`src/rtl/kick_gate_pkg.sv`:
```
package kick_gate_pkg;

  typedef logic [7:0] prog_t;

  typedef enum logic [1:0] {
    KICK_NONE = 2'd0,
    KICK_GOOD = 2'd1,
    KICK_BAD  = 2'd2
  } kick_ev_e;

  // Progress after one kick event at index idx.
  function automatic prog_t next_progress(prog_t cur, int idx, kick_ev_e ev);
    prog_t res;
    res = cur;
    case (ev)
      KICK_BAD:  res = '0;
      KICK_GOOD: begin
        if (cur == prog_t'(idx))  res = prog_t'(idx + 1);
        else if (idx == 0)        res = prog_t'(1);
      end
      default:   res = cur;
    endcase
    return res;
  endfunction

endpackage

```
`src/rtl/kick_decode.sv`:
```
module kick_decode #(
  parameter int ADDR_W   = 8,
  parameter int DATA_W   = 32,
  parameter int NUM_KEYS = 2,
  parameter logic [ADDR_W-1:0] KICK_BASE = 8'h6C,
  parameter logic [NUM_KEYS*DATA_W-1:0] KEYS = {32'h95A4F1E0, 32'h83E70B13}
) (
  input  logic [ADDR_W-1:0]   addr,
  input  logic [DATA_W-1:0]   wdata,
  input  logic                we,
  output logic [NUM_KEYS-1:0] sel,
  output logic [NUM_KEYS-1:0] hit,
  output logic [NUM_KEYS-1:0] good
);

  for (genvar gi = 0; gi < NUM_KEYS; gi++) begin : g_kick
    localparam logic [ADDR_W-1:0] KADDR = ADDR_W'(KICK_BASE + ADDR_W'(4 * gi));
    localparam logic [DATA_W-1:0] KVAL  = KEYS[gi*DATA_W +: DATA_W];
    assign sel[gi]  = (addr == KADDR);
    assign hit[gi]  = sel[gi] & we;
    assign good[gi] = hit[gi] & (wdata == KVAL);
  end

endmodule

```
`src/rtl/kick_unlock_seq.sv`:
```
module kick_unlock_seq
  import kick_gate_pkg::*;
#(
  parameter int NUM_KEYS = 2
) (
  input  logic                clk,
  input  logic                rst_n,
  input  logic [NUM_KEYS-1:0] hit,
  input  logic [NUM_KEYS-1:0] good,
  output logic                open
);

  localparam prog_t FULL = prog_t'(NUM_KEYS);

  prog_t prog_q, prog_d;

  always_comb begin
    kick_ev_e ev;
    prog_d = prog_q;
    for (int i = 0; i < NUM_KEYS; i++) begin
      if (!hit[i])      ev = KICK_NONE;
      else if (good[i]) ev = KICK_GOOD;
      else              ev = KICK_BAD;
      prog_d = next_progress(prog_d, i, ev);
    end
  end

  always_ff @(posedge clk or negedge rst_n) begin
    if (!rst_n) prog_q <= '0;
    else        prog_q <= prog_d;
  end

  assign open = (prog_q == FULL);

endmodule

```
`src/rtl/kick_write_gate.sv`:
```
module kick_write_gate #(
  parameter int ADDR_W   = 8,
  parameter int DATA_W   = 32,
  parameter int NUM_KEYS = 2,
  parameter logic [ADDR_W-1:0] KICK_BASE = 8'h6C,
  parameter logic [NUM_KEYS*DATA_W-1:0] KEYS = {32'h95A4F1E0, 32'h83E70B13}
) (
  input  logic              clk,
  input  logic              rst_n,
  input  logic [ADDR_W-1:0] bus_addr,
  input  logic [DATA_W-1:0] bus_wdata,
  input  logic              bus_we,
  output logic              prot_we,
  output logic              locked
);

  logic [NUM_KEYS-1:0] kick_sel, kick_hit, kick_good;
  logic                gate_open;

  kick_decode #(
    .ADDR_W(ADDR_W), .DATA_W(DATA_W), .NUM_KEYS(NUM_KEYS),
    .KICK_BASE(KICK_BASE), .KEYS(KEYS)
  ) u_decode (
    .addr (bus_addr),
    .wdata(bus_wdata),
    .we   (bus_we),
    .sel  (kick_sel),
    .hit  (kick_hit),
    .good (kick_good)
  );

  kick_unlock_seq #(.NUM_KEYS(NUM_KEYS)) u_seq (
    .clk  (clk),
    .rst_n(rst_n),
    .hit  (kick_hit),
    .good (kick_good),
    .open (gate_open)
  );

  assign prot_we = bus_we & gate_open & ~(|kick_sel);
  assign locked  = ~gate_open;

endmodule

```
`config.mk`:
```
export PLATFORM = sky130hd
export DESIGN_NAME = kick_write_gate
export DESIGN_NICKNAME = d
export VERILOG_FILES = /design/src/rtl/kick_gate_pkg.sv /design/src/rtl/kick_decode.sv /design/src/rtl/kick_unlock_seq.sv /design/src/rtl/kick_write_gate.sv
export SDC_FILE = /design/constraint.sdc
export NUM_CORES = 1
export LEC_CHECK = 0
export BUFFER_PORTS_ARGS = -buffer_cell sky130_fd_sc_hd__buf_4
export CAP_MARGIN = 25
export CORE_MARGIN = 2
export CORE_UTILIZATION = 39
export DETAILED_ROUTE_END_ITERATION = 8
export GPL_ROUTABILITY_DRIVEN = 0
export GPL_TIMING_DRIVEN = 1
export PLACE_DENSITY_LB_ADDON = 0.1
export SETUP_SLACK_MARGIN = 0.2
export SLEW_MARGIN = 40
export SYNTH_ARGS = -nofsm -noshare
export SYNTH_HDL_FRONTEND = slang
export SYNTH_SLANG_ARGS = --single-unit
```
`constraint.sdc`:
```
create_clock -name clk -period 3.47 [get_ports clk]
set_clock_uncertainty 0.15 [all_clocks]
set_input_delay 0.5205 -clock clk [delete_from_list [all_inputs] [get_ports clk]]
set_output_delay 0.5205 -clock clk [all_outputs]
set_load 0.005 [all_outputs]
```
# == After elaboration in Yosys (flattened, before gate mapping) ==
# Index checks and enable logic that the tools add are counted.
# classes
n_eq_ne,10
bitwise_logic,8
reduce_logical,1
n_mux,7
# ops
cell,count
$eq 32x32->1 const B,2
$pmux 8 s2,2
$eq 8x7->1 const B,2
$eq 8x1->1 const B,1
$eq 8x2->1 const B,1
$mux 2,4
$mux 8,1
$and 1x1->1,6
$eq 2x1->1 const B,2
$eq 2x2->1 const B,2
$not 1->1,2
$reduce_or 2->1,1
# totals
out_inout_bits,2
elab_cells,27
ff_bits,8
in_bits,43

# == Longest topological paths before layout ==
# depth
ltp_word,10
mapped_depth,5
mapped_depth_nobuf,5

# == Modules after synthesis ==
# Synthesis repeated with hierarchy kept, for this count alone.
# unflattened
hier_cells,62
area_unflattened_um2,589.3
# modules_own_cells
module,seq_area_each_um2,instances,cells_per_inst,area_per_inst_um2
kick_unlock_seq,200.2,1,31,352.8
kick_decode,0.0,1,29,220.2
kick_write_gate,0.0,1,2,16.3

# == Least setup slack after synthesis ==
# OpenSTA, ideal clock, no wires.
# synth_path
path_kind,input to register
start,input bus_wdata[0]
end,register u_seq.prog_q[0]
path_slack_ns,1.493
setup_ns,0.073
required_time_ns,3.247
arrival_ns,1.755
n_path_buf,0
cell_stages,5
cell_sequence,or4b_1 -> nor4_1 -> a31oi_1 -> nor3_2 -> nor2b_1
# synth_between
elab_chain_cells,9
word_cells_on_any_way,16
cone_classes,eq/ne: 7; mux: 7; bitwise: 2
# synth_lines
item,line_no,text
"start, declared",kick_write_gate.sv:11,"input logic [DATA_W-1:0] bus_wdata,"
$eq 32x32->1,kick_decode.sv:21,assign good[gi] = hit[gi] & (wdata == KVAL);
$and 1x1->1,kick_decode.sv:21,
$mux 2,kick_unlock_seq.sv:22,else if (good[i]) ev = KICK_GOOD;
$mux 2,kick_unlock_seq.sv:21,if (!hit[i]) ev = KICK_NONE;
$eq 2x1->1 or $eq 2x2->1 (tied branches),kick_gate_pkg.sv:15,case (ev)
$pmux 8 s2,kick_gate_pkg.sv:15,
$eq 8x1->1,kick_gate_pkg.sv:18,if (cur == prog_t'(idx)) res = prog_t'(idx + 1);
$mux 8,kick_gate_pkg.sv:18,
$pmux 8 s2 *,kick_gate_pkg.sv:15,
named net u_seq.prog_d[0],kick_unlock_seq.sv:15,"prog_t prog_q, prog_d;"
"end signal, assigned",kick_unlock_seq.sv:30,else prog_q <= prog_d;
"end, declared",kick_unlock_seq.sv:15,
# Mark *: on every way through the listed nets, which the timed path passes. The rest lies on a longest branch.

# == Final worst setup path ==
# layout_path
start,register u_seq.prog_q[3]
end,output prot_we
# layout_between
elab_chain_cells,3
# layout_lines
item,line_no,text
$eq 8x2->1,kick_unlock_seq.sv:33,assign open = (prog_q == FULL);
$and 1x1->1 (2 in a row),kick_write_gate.sv:40,assign prot_we = bus_we & gate_open & ~(|kick_sel);
"end, declared",kick_write_gate.sv:13,"output logic prot_we,"
# No other way between the ends.

==> reports/metrics.csv <==
metric,value,unit
hold path startpoint,u_seq.prog_q[6],
"Distinct cells, synth",26,
Clock Path Buffers,2,
CTS tree,built,
pre-CTS setup slack,1.23,ns
Least-Margin Pin Slew,0.423,ns
area of placed instances,865,µm²
CTS root buffer,clkbuf_4,
post-cts resize count,0,
total power per unit cell area,240,mW/mm²
placed wire-length estimate,1470,µm
initial antenna violation count,0,
"most common cell after layout, fill and taps aside",buf_4,
htree depth,1,
maximum VDD drop,0.107,mV
number of global-route vias before repair,633,
Hold Slack,0.334,ns
max_cap viols,0,
Critical Path RT,2.80,ns
endpoints failing hold,0,
setup TNS,0,ns
CP Cell Sequence,"or4_1, nor3_1, nand3b_1, nor2_1, buf_4",
die area,0.00163,mm²
Setup crit end kind,primary output,
reg2reg setup slack,1.70,ns
Die Width,40.4,µm
Yosys Warn Count,0,
syn_area_per_cell,9.55,µm²
max reg flops,8,
Wirelength per Cell,13.9,µm
post-route ant nets,0,
hold endpoint,u_seq.prog_q[6],
filler instances,103,
crit-path max FO,2,
largest cells by area after synthesis,"dfrtp_1 (39%), and2_1 (7.3%), nor4b_1 (5.1%)",
Post-CTS Setup Bufs,0,
row count,13,
CP max stage delay,0.52,ns
CP max-delay cell,or4_1,
CP Data Arrival Time,1.71,ns
Setup Viol. Count Final,0,
TritonCTS buffer count,3,
CP top delay family,simple AND/OR/NAND/NOR gates,
Starting DRT DRC Count,9,
Biggest register,u_seq.prog_q,
register area,200,µm²
Max Slew Vio Count,0,
"Cell Area, Synth",515,µm²
f_max,0.420,GHz
multiplexer area fraction after synthesis,0,
Ports,45,
IO Port Bufs,44,
first-pass GRT wire length,2400,µm
Synth Area in Compound Gates,0.0631,
min Tclk post-route,2.38,ns
Reg2Reg Depth,4,
startpoint types,register,
vias after detailed routing,625,
"commonest non-fill, non-tap cells in the layout","buf_4 (44), dfrtp_1 (8), and2_1 (6)",
GRT Util Overall,0.215,
relative slew slack,0.714,
CTS sink count,8,
status,finished clean,
layout cells sized above 1,0.480,
Post-Syn Instances,54,
core box area,0.00127,mm²
final worst slack,1.09,ns
WL final,1630,µm
RSZ-0062 raised after global routing,no,
Hold/Removal Path Class,reg -> reg,
largest net degree at the start of global routing,9,
sequential fraction of the synthesis area,0.388,
Layout Nets,147,
footprint of the multi-input gates,315,µm²
Pleak,0.000444,µW
clk_lat worst skew,0.24,ns
worst hold stages,1,
Final Cycle Share,0.687,
diode count,0,
critical path type,reg -> out,
Seq cells post-synth,8,
1st-pass router iterations,4,
Synth Area in Adders,0,
top cell type's share of synthesized area,0.388,
DR vias/cell,5.34,
Top Registers,u_seq.prog_q: 8 flops,
design area,897,µm²
buffers plus inverters on the worst setup path,1,
Synth area leader,dfrtp_1,
Synth Net Count,97,
grt total ovfl,0,
reg2reg start,u_seq.prog_q[3],
reg2reg end,u_seq.prog_q[1],
DRC viols,0,
initial core utilization,0.406,
Syn-to-layout area delta,74.0,%
main combinational cell family by area after synthesis,simple AND/OR/NAND/NOR gates,
Post-Synth Simple-Gate Area,0.549,
clock slew at the register clock pins of the worst setup and hold paths,0.05,ns
XOR/XNOR Fraction of Synth Area,0,
DIE HEIGHT,40.4,µm
-- routing by layer --
layer	vias up	GRT usage	share of wire
met2	26	0.389	0.54
met3	0	0.0389	0.070
met5	-	0	0
met4	0	0.108	0
met1	288	0.234	0.39
li1	311	-	-
-- logic make-up (layout without fill, tap and decap cells) --
| logic type | after synthesis | count (layout) |
|---|---|---|
| DFF | 8 | 8 |
| and+or+nand+nor | 42 | 42 |
| buffers and inverters | 0 | 48 |
| AOI/OAI and AO/OA | 4 | 4 |
-- cell usage after synthesis --
library cell / number
nor2b_1: 2
nand4b_1: 2
a22o_1: 1
or4bb_1: 1
nand3_1: 2
and4_1: 2
nor3_2: 1
and2_1: 6
and3_1: 1
a31oi_1: 1
or4_1: 1
nor4bb_1: 1
nor3b_1: 2
a41oi_1: 1
and3b_1: 1
nor2_1: 4
dfrtp_1: 8
or4b_1: 1
nor4_1: 2
nor4b_1: 3
nor3_1: 3
nand4bb_1: 1
nor2_2: 1
nand2_1: 4
o2111ai_1: 1
nand3b_1: 1
-- what timing repair did --
| action | 4_1_cts | 5_1_grt |
|---|---|---|
| setup endpoints to repair | 0 | 0 |
| hold buffers | 1 | 0 |
| endpoints found under the hold margin | 8 | 0 |
-- worst max path at each step --
stage,from,to,slack [ns],depth (start not counted)
after global placement,bus_wdata[0],u_seq.prog_q[1],1.28,6
after floorplan,bus_wdata[0],u_seq.prog_q[0],1.49,5
after global routing,u_seq.prog_q[3],prot_we,1.01,5
final,u_seq.prog_q[3],prot_we,1.09,5
after CTS,u_seq.prog_q[3],prot_we,1.07,5
after detailed placement,bus_wdata[0],u_seq.prog_q[1],1.23,6
-- stage by stage --
stage,total power (µW),cells,util
2_1_floorplan,107,54,-
3_3_place_gp,148,113,0.681
3_5_place_dp,149,113,0.681
4_1_cts,218,117,0.707
5_1_grt,228,117,0.707
6_report,215,117,0.707
-- worst register-to-register path: cells and delay by family, from the launching register on --
kind	cells	cell delay [ns]
AOI/OAI and AO/OA	1	0.17
DFF	1	0.37
and+or+nand+nor	3	1.01
-- cell type report --
type | count | area share
well taps | 15 | 0.0209
flip-flops and latches | 8 | 0.223
clock buffers | 3 | 0.0251
repair buffers | 45 | 0.379
multi-input cells | 46 | 0.351
-- power breakdown --
part           leakage (µW)  switching (µW)  internal (µW)
registers          0.000111           0.570           94.5
clock network     0.0000138            27.0           39.3
logic              0.000319            16.6           37.4
(Power assumes the default switching activity.)
